`src/rtl/lnk_pwrup_pkg.sv`:
```
package lnk_pwrup_pkg;

  localparam int CTL_W = 7;

  // control bit positions inside pd_ctl
  localparam int B_PORT = 6;
  localparam int B_PLL  = 5;
  localparam int B_BG   = 4;
  localparam int B_VCO  = 3;
  localparam int B_CAP  = 2;
  localparam int B_DPD  = 1;
  localparam int B_CAL  = 0;

  typedef enum logic [2:0] {SQ_IDLE, SQ_HSK, SQ_W2, SQ_W3, SQ_W4} sq_state_e;
  typedef enum logic [1:0] {HK_IDLE, HK_ARM, HK_POLL} hk_state_e;

  // control levels for steps 1..5; each step releases more than the last
  function automatic logic [CTL_W-1:0] step_pattern(input logic [2:0] step);
    logic [CTL_W-1:0] v;
    v = '1;
    if (step >= 3'd2) v[B_DPD] = 1'b0;
    if (step >= 3'd3) v[B_BG] = 1'b0;
    if (step >= 3'd4) begin
      v[B_PLL] = 1'b0;
      v[B_VCO] = 1'b0;
      v[B_CAP] = 1'b0;
    end
    if (step >= 3'd5) v[B_PORT] = 1'b0;
    return v;
  endfunction

  function automatic logic [7:0] rate_select(input logic lvds,
                                             input logic [7:0] lvds_code,
                                             input logic [7:0] low_code);
    return lvds ? lvds_code : low_code;
  endfunction

endpackage

```
`src/rtl/pus_tick_timer.sv`:
```
module pus_tick_timer #(
  parameter int W = 8
) (
  input  logic         clk,
  input  logic         rst,
  input  logic         load,
  input  logic [W-1:0] load_val,
  input  logic         tick,
  output logic         expired
);
  logic [W-1:0] cnt;

  always_ff @(posedge clk) begin
    if (rst)                      cnt <= '0;
    else if (load)                cnt <= load_val;
    else if (tick && cnt != '0)   cnt <= cnt - 1'b1;
  end

  assign expired = (cnt == '0);
endmodule

```
`src/rtl/pus_dpd_handshake.sv`:
```
module pus_dpd_handshake
  import lnk_pwrup_pkg::*;
#(
  parameter int POLL_US  = 20,
  parameter int LIMIT_US = 10000,
  parameter int TSEL_W   = 7,
  parameter int TSEL_VAL = 10
) (
  input  logic              clk,
  input  logic              rst,
  input  logic              go,
  input  logic              tick,
  input  logic              pads_on,
  output logic              sample_en,
  output logic [TSEL_W-1:0] timsel,
  output logic              exit_req,
  output logic              ok,
  output logic              fail
);
  localparam int POLLS = LIMIT_US / POLL_US;
  localparam int PC_W  = $clog2(POLLS + 1);
  localparam int PT_W  = $clog2(POLL_US + 1);

  hk_state_e       st;
  logic [PC_W-1:0] polls;
  logic            pt_load;
  logic            pt_expired;
  logic            poll_due;

  assign poll_due = (st == HK_POLL) && pt_expired;
  assign pt_load  = (st == HK_ARM) || (poll_due && pads_on);

  pus_tick_timer #(.W(PT_W)) u_poll_tmr (
    .clk(clk), .rst(rst), .load(pt_load),
    .load_val(PT_W'(POLL_US)), .tick(tick), .expired(pt_expired)
  );

  always_ff @(posedge clk) begin
    if (rst) begin
      st        <= HK_IDLE;
      polls     <= '0;
      sample_en <= 1'b0;
      timsel    <= '0;
      exit_req  <= 1'b0;
      ok        <= 1'b0;
      fail      <= 1'b0;
    end else begin
      ok   <= 1'b0;
      fail <= 1'b0;
      unique case (st)
        HK_IDLE: if (go) begin
          sample_en <= 1'b1;
          timsel    <= TSEL_W'(TSEL_VAL);
          st        <= HK_ARM;
        end
        HK_ARM: begin
          exit_req <= 1'b1;
          polls    <= '0;
          st       <= HK_POLL;
        end
        HK_POLL: if (poll_due) begin
          if (!pads_on) begin
            ok        <= 1'b1;
            exit_req  <= 1'b0;
            sample_en <= 1'b0;
            st        <= HK_IDLE;
          end else if (polls == PC_W'(POLLS - 1)) begin
            fail      <= 1'b1;
            exit_req  <= 1'b0;
            sample_en <= 1'b0;
            st        <= HK_IDLE;
          end else begin
            polls <= polls + 1'b1;
          end
        end
        default: st <= HK_IDLE;
      endcase
    end
  end
endmodule

```
`src/rtl/lnk_pwrup_seq.sv`:
```
module lnk_pwrup_seq
  import lnk_pwrup_pkg::*;
#(
  parameter int WAIT2_US   = 15,
  parameter int WAIT3_US   = 25,
  parameter int WAIT4_US   = 225,
  parameter int POLL_US    = 20,
  parameter int LIMIT_US   = 10000,
  parameter int TSEL_W     = 7,
  parameter int TSEL_VAL   = 10,
  parameter logic [7:0] RATE_LVDS = 8'h07,
  parameter logic [7:0] RATE_LOW  = 8'h06
) (
  input  logic              clk,
  input  logic              rst,
  input  logic              start,
  input  logic              lvds_sel,
  input  logic              us_tick,
  input  logic              pads_on,
  output logic [6:0]        pd_ctl,
  output logic [7:0]        link_rate,
  output logic              dpd_sample,
  output logic [TSEL_W-1:0] dpd_timsel,
  output logic              dpd_exit_req,
  output logic              done,
  output logic              err,
  output logic              powered
);
  localparam int MAX23 = (WAIT2_US > WAIT3_US) ? WAIT2_US : WAIT3_US;
  localparam int MAXD  = (MAX23 > WAIT4_US) ? MAX23 : WAIT4_US;
  localparam int DW    = $clog2(MAXD + 1);

  sq_state_e     state;
  logic          hs_go;
  logic          hs_ok;
  logic          hs_fail;
  logic          seq_tmr_load;
  logic [DW-1:0] seq_tmr_val;
  logic          seq_tmr_done;

  assign hs_go = (state == SQ_IDLE) && start && !powered;

  always_comb begin
    seq_tmr_load = 1'b0;
    seq_tmr_val  = '0;
    unique case (state)
      SQ_HSK: if (hs_ok)        begin seq_tmr_load = 1'b1; seq_tmr_val = DW'(WAIT2_US); end
      SQ_W2:  if (seq_tmr_done) begin seq_tmr_load = 1'b1; seq_tmr_val = DW'(WAIT3_US); end
      SQ_W3:  if (seq_tmr_done) begin seq_tmr_load = 1'b1; seq_tmr_val = DW'(WAIT4_US); end
      default: ;
    endcase
  end

  pus_tick_timer #(.W(DW)) u_step_tmr (
    .clk(clk), .rst(rst), .load(seq_tmr_load), .load_val(seq_tmr_val),
    .tick(us_tick), .expired(seq_tmr_done)
  );

  pus_dpd_handshake #(
    .POLL_US(POLL_US), .LIMIT_US(LIMIT_US), .TSEL_W(TSEL_W), .TSEL_VAL(TSEL_VAL)
  ) u_hs (
    .clk(clk), .rst(rst), .go(hs_go), .tick(us_tick), .pads_on(pads_on),
    .sample_en(dpd_sample), .timsel(dpd_timsel), .exit_req(dpd_exit_req),
    .ok(hs_ok), .fail(hs_fail)
  );

  always_ff @(posedge clk) begin
    if (rst) begin
      state     <= SQ_IDLE;
      pd_ctl    <= step_pattern(3'd1);
      link_rate <= 8'h00;
      done      <= 1'b0;
      err       <= 1'b0;
      powered   <= 1'b0;
    end else begin
      done <= 1'b0;
      unique case (state)
        SQ_IDLE: if (start) begin
          if (powered) begin
            done <= 1'b1;
          end else begin
            link_rate <= rate_select(lvds_sel, RATE_LVDS, RATE_LOW);
            pd_ctl    <= step_pattern(3'd1);
            err       <= 1'b0;
            state     <= SQ_HSK;
          end
        end
        SQ_HSK: begin
          if (hs_ok) begin
            pd_ctl <= step_pattern(3'd2);
            state  <= SQ_W2;
          end else if (hs_fail) begin
            err   <= 1'b1;
            state <= SQ_IDLE;
          end
        end
        SQ_W2: if (seq_tmr_done) begin
          pd_ctl <= step_pattern(3'd3);
          state  <= SQ_W3;
        end
        SQ_W3: if (seq_tmr_done) begin
          pd_ctl <= step_pattern(3'd4);
          state  <= SQ_W4;
        end
        SQ_W4: if (seq_tmr_done) begin
          pd_ctl  <= step_pattern(3'd5);
          powered <= 1'b1;
          done    <= 1'b1;
          state   <= SQ_IDLE;
        end
        default: state <= SQ_IDLE;
      endcase
    end
  end
endmodule

```
`config.mk`:
```
export PLATFORM = sky130hd
export DESIGN_NAME = lnk_pwrup_seq
export DESIGN_NICKNAME = d
export VERILOG_FILES = /design/src/rtl/lnk_pwrup_pkg.sv /design/src/rtl/pus_tick_timer.sv /design/src/rtl/pus_dpd_handshake.sv /design/src/rtl/lnk_pwrup_seq.sv
export SDC_FILE = /design/constraint.sdc
export NUM_CORES = 1
export LEC_CHECK = 0
export BUFFER_PORTS_ARGS = -buffer_cell sky130_fd_sc_hd__buf_2
export CORE_MARGIN = 2
export CORE_UTILIZATION = 52
export DETAILED_ROUTE_END_ITERATION = 6
export PLACE_DENSITY = 0.76
export SLEW_MARGIN = 20
export SYNTH_ARGS = -nofsm -noshare
export SYNTH_HDL_FRONTEND = slang
export SYNTH_HIERARCHICAL = 1
export SYNTH_SLANG_ARGS = --single-unit
```
`constraint.sdc`:
```
create_clock -name clk -period 2.9 [get_ports clk]
set_clock_uncertainty 0.15 [all_clocks]
set_input_delay 0.435 -clock clk [delete_from_list [all_inputs] [get_ports clk]]
set_output_delay 0.435 -clock clk [all_outputs]
set_load 0.05 [all_outputs]
```
==> impl_metrics.csv, run 1 <==
group,metric,value,unit
floorplanning,io_pins,33,
hold_path,min_path_type,"input pin to flip-flop",
clock_network,cts.clk_slew.worst_paths,0.08,ns
clock_network,clock-root-buffer,"clkbuf_8",
pwr,powerDensity,840,nW/µm²
timing,period_needed,2.53,ns
timing,rsz0062_at_grt,"false",
detailed_routing,drtIter0Drc,138,
global_route,grt_max_degree,50,
timing,drv_slew,0,
logic_synthesis,synth_cell_type_count,68,
timing,final_hold_viol_count,0,
hold_path,hold_path_depth,3,
clock_network,clkLatencyLatePin,0.30,ns
global_route,grt-busiest-layer,"met2",
logic_synthesis,yosysWarnings,6,
detailed_routing,wl_per_cell,13.1,µm
logic_synthesis,syn_avg_cell_area,8.52,µm²
clock_network,cts_tree,"yes",
detailed_routing,viasPerCell,5.68,
detailed_routing,first_pass_iters,4,
cells_and_area,drive_gt1_frac,0.192,
critical_path,critPathSlowestCell,"or4b_1",
global_route,grt_pass1_wl,7.63,mm
floorplanning,die_h,71.7,µm
placement,port_buffers,21,
logic_synthesis,syn-cell-area,2380,µm²
cells_and_area,syn2layout_area_growth,7.03,%
logic_synthesis,async_reset_ff_frac,0,
clock_network,clock_sinks,41,
critical_path,path_max_fanout,11,
logic_synthesis,synth.top_cell.area_share,0.344,
logic_synthesis,synth-seq-cells,41,
cells_and_area,antenna_cells,0,
global_route,met1_usage,0.237,
cells_and_area,utilization,0.582,
flow_run,max_cap_viol_count,0,
floorplanning,std_cell_rows,24,
logic_synthesis,synth_area_leaders,"dfxtp_1 (34%), nor2_1 (5.2%), buf_4 (5.0%), a21oi_1 (4.6%), nand2_1 (3.0%)",
critical_path,path_cells,"inv_1 -> ha_1 -> or4b_1 -> inv_1 -> nand4b_2 -> a21oi_2 -> mux2_2 -> nor2_1",
floorplanning,die_w,71.7,µm
timing,period_share,0.873,
clock_network,clockBufferDepth,2,
global_route,gr-total-overflow,0,
timing,hold_slack,0.225,ns
global_route,grt_pass1_vias,1709,
global_route,use_met3,0.0591,
critical_path,cp_common_cell,"inv_1",
floorplanning,fp.coreArea,4380,µm²
clock_network,post_cts_resized,0,
timing,relSlewSlack,0.402,
floorplanning,die_area,5140,µm²
global_route,globalRouteMet2Util,0.300,
pwr,p_leak,1.03,nW
placement,dp.final_hpwl,3.15,mm
logic_synthesis,synth_flop_cell,"dfxtp_1",
critical_path,critical_path_required,2.99,ns
pwr,vdd.ir_drop.worst,0.417,mV
timing,tns,0,ns
cells_and_area,most-common-layout-cells,"dfxtp_1 (41), nor2_1 (33), a21oi_1 (22)",
floorplanning,start_util,0.544,
status,status,"complete, no violations",
clock_network,cts_hold_buf,0,
cells_and_area,nets,306,
logic_synthesis,netlist_instances,280,
logic_synthesis,synth_top_area_cell,"dfxtp_1",
timing,setup_viol_count_final,0,
logic_synthesis,synth-edff-count,0,
critical_path,critPathCaptureType,"flip-flop",
critical_path,reg2reg_depth,8,
pwr,report.power.total,2.14,mW
placement,gp_congestion,0.826,
detailed_routing,wirelength,4.56,mm
cells_and_area,final_common_cell,"dfxtp_1",
critical_path,cp_slowest_stage_delay,0.46,ns
critical_path,setup.worst_path.class,"flip-flop to flip-flop",
global_route,grtUsageTotal,0.184,
critical_path,startpoint_type,"flip-flop",
global_route,antenna_found_initial,0,
clock_network,cts_max_level,2,
logic_synthesis,synth-seq-area-share,0.344,
detailed_routing,ant_nets,0,
timing,max_clock_freq,395,MHz
critical_path,arrival,2.62,ns
detailed_routing,drcViolationCount,0,
clock_network,cts_setup_buffers,0,
timing,worst_slew_pin_slew,0.897,ns
clock_network,cts-buffers-inserted,5,
detailed_routing,vias,1984,
-- path summary, 6_finish.rpt --
kind                          start  slack (ns)       endpoint
min reg2reg               pd_ctl[1]        0.32      pd_ctl[1]
max          u_hs/u_poll_tmr/cnt[1]        0.37  u_hs/polls[0]
min                        lvds_sel        0.23   link_rate[0]
max reg2reg  u_hs/u_poll_tmr/cnt[1]        0.37  u_hs/polls[0]
-- where the power goes --
part           internal [mW]  switching (mW)
sequential             0.657           0.110
combinational          0.382           0.520
clock                  0.258           0.218
-- through the flow --
step                      setup WS [ns]  cells  cell area [µm²]
after CTS                         0.372    349             2550
after floorplan                  0.0938    292             2430
after global placement            0.479    341             2440
final                             0.367    349             2550
after detailed placement          0.382    341             2440
after global routing              0.184    349             2550
-- worst max-delay path: cells and delay by family (launching register included) --
family	cells	cell delay (ns)
AND/OR/NAND/NOR	3	0.75
flip-flops	1	0.32
multiplexers	1	0.39
adder cells (fa/ha/maj)	1	0.17
AO/OA/AOI/OAI	1	0.42
buffers and inverters	2	0.27
-- cell families (layout without fill, tap and decap cells) --
family | after synthesis | after routing | share of synthesized area
compound gates | 67 | 67 | 0.215
simple gates | 111 | 111 | 0.270
flops | 41 | 41 | 0.344
other cells | 4 | 16 | 0.00629
buf+inv | 43 | 48 | 0.103
fa+ha+maj | 4 | 4 | 0.0210
mux | 6 | 6 | 0.0262
xor+xnor | 4 | 4 | 0.0147
-- state kept, by name, indices dropped and copies added (netlist names) --
name	count
u_hs/ok	1
u_hs/u_poll_tmr/cnt	5
u_hs/st	2
state	3
u_hs/sample_en	1
link_rate	2
powered	1
err	1
u_hs/polls	9
u_step_tmr/cnt	8
done	1
pd_ctl	4
u_hs/exit_req	1
u_hs/fail	1
u_hs/timsel	1
-- cells in the mapped netlist (4+ instances only) --
| cell | count |
|---|---|
| o21ai_0 | 9 |
| clkbuf_1 | 6 |
| dfxtp_1 | 41 |
| nand2b_1 | 4 |
| nand2_1 | 19 |
| mux2i_1 | 4 |
| nor2b_1 | 4 |
| nor2_1 | 33 |
| xnor2_1 | 4 |
| buf_4 | 16 |
| inv_1 | 15 |
| nand3_1 | 5 |
| a21oi_1 | 22 |
| nor3b_1 | 5 |
| ha_1 | 4 |
| nor3_1 | 8 |
| a311oi_1 | 8 |
| conb_1 | 4 |
-- metal layers --
layer / routed length [µm] / part of all wire / up-vias
met4: 17 / 0.0037 / 0
met1: 2190 / 0.48 / 934
met3: 163 / 0.036 / 2
met2: 2190 / 0.48 / 33
li1: - / - / 1015
met5: 0 / 0 / -
-- final cells by class --
class	count	area, µm²
timing repair buffer	24	128
fill	391	1830
clock buffer	5	68.8
inverter	16	60.1
multi-input combinational	208	1360
tap	52	65.1
clock inverter	3	46.3
sequential	41	821
Power figures use the tool's default switching activity.
==> inputs of run 2 (changes only) <==
--- a/config.mk
+++ b/config.mk
@@ -9,5 +9,5 @@
 export CORE_MARGIN = 2
-export CORE_UTILIZATION = 52
+export CORE_UTILIZATION = 51
 export DETAILED_ROUTE_END_ITERATION = 6
-export PLACE_DENSITY = 0.76
+export PLACE_DENSITY = 0.75
 export SLEW_MARGIN = 20
==> constraint.sdc (replaced) <==
create_clock -name clk -period 2.9 [get_ports clk]
set_clock_uncertainty 0.15 [all_clocks]
set_input_delay 0.145 -clock clk [delete_from_list [all_inputs] [get_ports clk]]
set_output_delay 0.145 -clock clk [all_outputs]
set_load 0.05 [all_outputs]
==> run 2 against run 1 <==
Cell count up 0.57%. Critical path depth unchanged. Clock-buffer cell count unchanged. Via count down 0.86%. Critical path type unchanged. Hold slack worse by 0.12 ns.
==> impl_metrics.csv, run 2 (synthesized netlist as in run 1, its figures left out) <==
group,metric,value,unit
critical_path,setup.worst_path.class,"flip-flop to flip-flop",
cells_and_area,most-common-layout-cells,"dfxtp_1 (41), nor2_1 (33), a21oi_1 (22)",
critical_path,r2r_slack,0.39,ns
clock_network,clockBufferDepth,2,
critical_path,cp_common_cell,"inv_1",
detailed_routing,drcViolationCount,0,
timing,final_hold_viol_count,0,
cells_and_area,largest_reg_flops,9,
timing,worst_slew_pin_slew,0.896,ns
clock_network,clock-root-buffer,"clkbuf_8",
floorplanning,start_util,0.537,
floorplanning,die_area,5240,µm²
hold_path,min_to,"done",
global_route,grt_pass1_wl,7.93,mm
critical_path,critPathCaptureType,"flip-flop",
critical_path,path_cells,"inv_1 -> ha_1 -> or4b_1 -> inv_1 -> nand4b_2 -> a21oi_2 -> nand2b_1 -> a311oi_1",
timing,rsz0062_at_grt,"false",
critical_path,cp_slowest_stage_delay,0.46,ns
global_route,grt_max_degree,50,
critical_path,critPathSlowestCell,"or4b_1",
detailed_routing,wirelength,4.64,mm
floorplanning,io_pins,33,
global_route,antenna_found_initial,0,
floorplanning,std_cell_rows,24,
global_route,grtUsageTotal,0.188,
pwr,powerDensity,831,nW/µm²
status,status,"complete, no violations",
flow_run,max_cap_viol_count,0,
clock_network,cts.clk_slew.worst_paths,0.08,ns
placement,port_buffers,21,
hold_path,hold_path_depth,5,
timing,max_clock_freq,398,MHz
cells_and_area,fin_area,2570,µm²
cells_and_area,syn2layout_area_growth,7.87,%
timing,tns,0,ns
cells_and_area,antenna_cells,0,
critical_path,reg2reg_depth,8,
cells_and_area,drive_gt1_frac,0.191,
pwr,vdd.ir_drop.worst,0.534,mV
floorplanning,die_w,72.4,µm
detailed_routing,viasPerCell,5.60,
clock_network,cts_tree,"yes",
floorplanning,fp.coreArea,4440,µm²
cells_and_area,reg.largest.list,"u_hs/polls (9), u_step_tmr/cnt (8), u_hs/u_poll_tmr/cnt (5)",
timing,relSlewSlack,0.403,
cells_and_area,regMostFlops,"u_hs/polls",
timing,period_share,0.866,
cells_and_area,final_common_cell,"dfxtp_1",
placement,placed_area,2440,µm²
cells_and_area,stdcell_count,351,
critical_path,reg2reg_from,"u_hs/u_poll_tmr/cnt[1]",
global_route,gr-total-overflow,0,
cells_and_area,nets,308,
timing,setup_viol_count_final,0,
detailed_routing,wl_per_cell,13.2,µm
timing,period_needed,2.51,ns
clock_network,clkLatencyLatePin,0.30,ns
critical_path,startpoint_type,"flip-flop",
clock_network,clock_sinks,41,
detailed_routing,vias,1967,
placement,gp_congestion,0.799,
hold_path,min-delay-start,"start",
detailed_routing,ant_nets,0,
critical_path,arrival,2.50,ns
placement,dp.final_hpwl,3.22,mm
critical_path,path_max_fanout,11,
timing,drv_slew,0,
global_route,grt_pass1_vias,1749,
detailed_routing,drtIter0Drc,92,
placement,dp.cells,341,
clock_network,cts-buffers-inserted,5,
pwr,p_leak,1.04,nW
hold_path,min_path_type,"input pin to flip-flop",
detailed_routing,first_pass_iters,5,
timing,hold_slack,0.110,ns
critical_path,r2r_end,"u_hs/polls[4]",
clock_network,cts_max_level,2,
critical_path,critical_path_required,2.89,ns
floorplanning,die_h,72.4,µm
## run 2: worst max-delay path by stage
stage | start | endpoint | slack, ns
after floorplan | u_step_tmr/cnt[2] | u_step_tmr/cnt[1] | 0.09
after global placement | u_hs/u_poll_tmr/cnt[1] | u_hs/u_poll_tmr/cnt[1] | 0.48
after detailed placement | u_hs/u_poll_tmr/cnt[1] | u_hs/u_poll_tmr/cnt[1] | 0.39
after CTS | u_hs/u_poll_tmr/cnt[1] | u_hs/u_poll_tmr/cnt[1] | 0.38
after global routing | u_hs/u_poll_tmr/cnt[0] | u_hs/polls[4] | 0.15
final | u_hs/u_poll_tmr/cnt[1] | u_hs/polls[4] | 0.39
## run 2: worst max-delay path, delay by kind of cell (launching register included)
family / cells / cell delay [ns]
AND/OR/NAND/NOR: 3 / 0.93
AO/OA/AOI/OAI: 2 / 0.54
flip-flops: 1 / 0.31
adder cells (fa/ha/maj): 1 / 0.17
buffers and inverters: 2 / 0.26
## run 2: cell type report
class                           instances  area (µm²)
Fill cell                             393        1870
Multi-Input combinational cell        208        1360
Sequential cell                        41         821
Timing Repair Buffer                   26         148
Clock buffer                            5        68.8
Tap cell                               52        65.1
Inverter                               16        60.1
Clock inverter                          3        46.3
## run 2: repair_timing
action / 4_1_cts / 5_1_grt
gates resized for setup: 0 / 0
hold endpoints to repair: 2 / 0
buffers inserted: 0 / 0
hold buffers: 2 / 0
## run 2: report_power, final
| part | leakage [nW] | total [mW] | switching [mW] | internal (mW) |
|---|---|---|---|---|
| Combinational | 0.648 | 0.903 | 0.518 | 0.385 |
| Clock | 0.0543 | 0.468 | 0.210 | 0.258 |
| Sequential | 0.334 | 0.767 | 0.110 | 0.657 |
| Total | 1.04 | 2.14 | 0.839 | 1.30 |
## run 2: per-stage QoR
step / total power [mW] / setup slack (ns) / utilization
CTS: 2.16 / 0.375 / 0.579
finish: 2.14 / 0.387 / 0.579
floorplan: 1.54 / 0.0938 / -
detailed placement: 1.68 / 0.387 / 0.548
global placement: 1.66 / 0.478 / 0.548
global route: 2.29 / 0.150 / 0.579
## run 2: per-layer routing
metal	vias to the layer above	wire, µm	GRT usage
met2	28	2280	0.313
met3	5	145	0.0514
met1	924	2160	0.239
li1	1010	-	-
met5	-	0	0
met4	0	51	0.0514
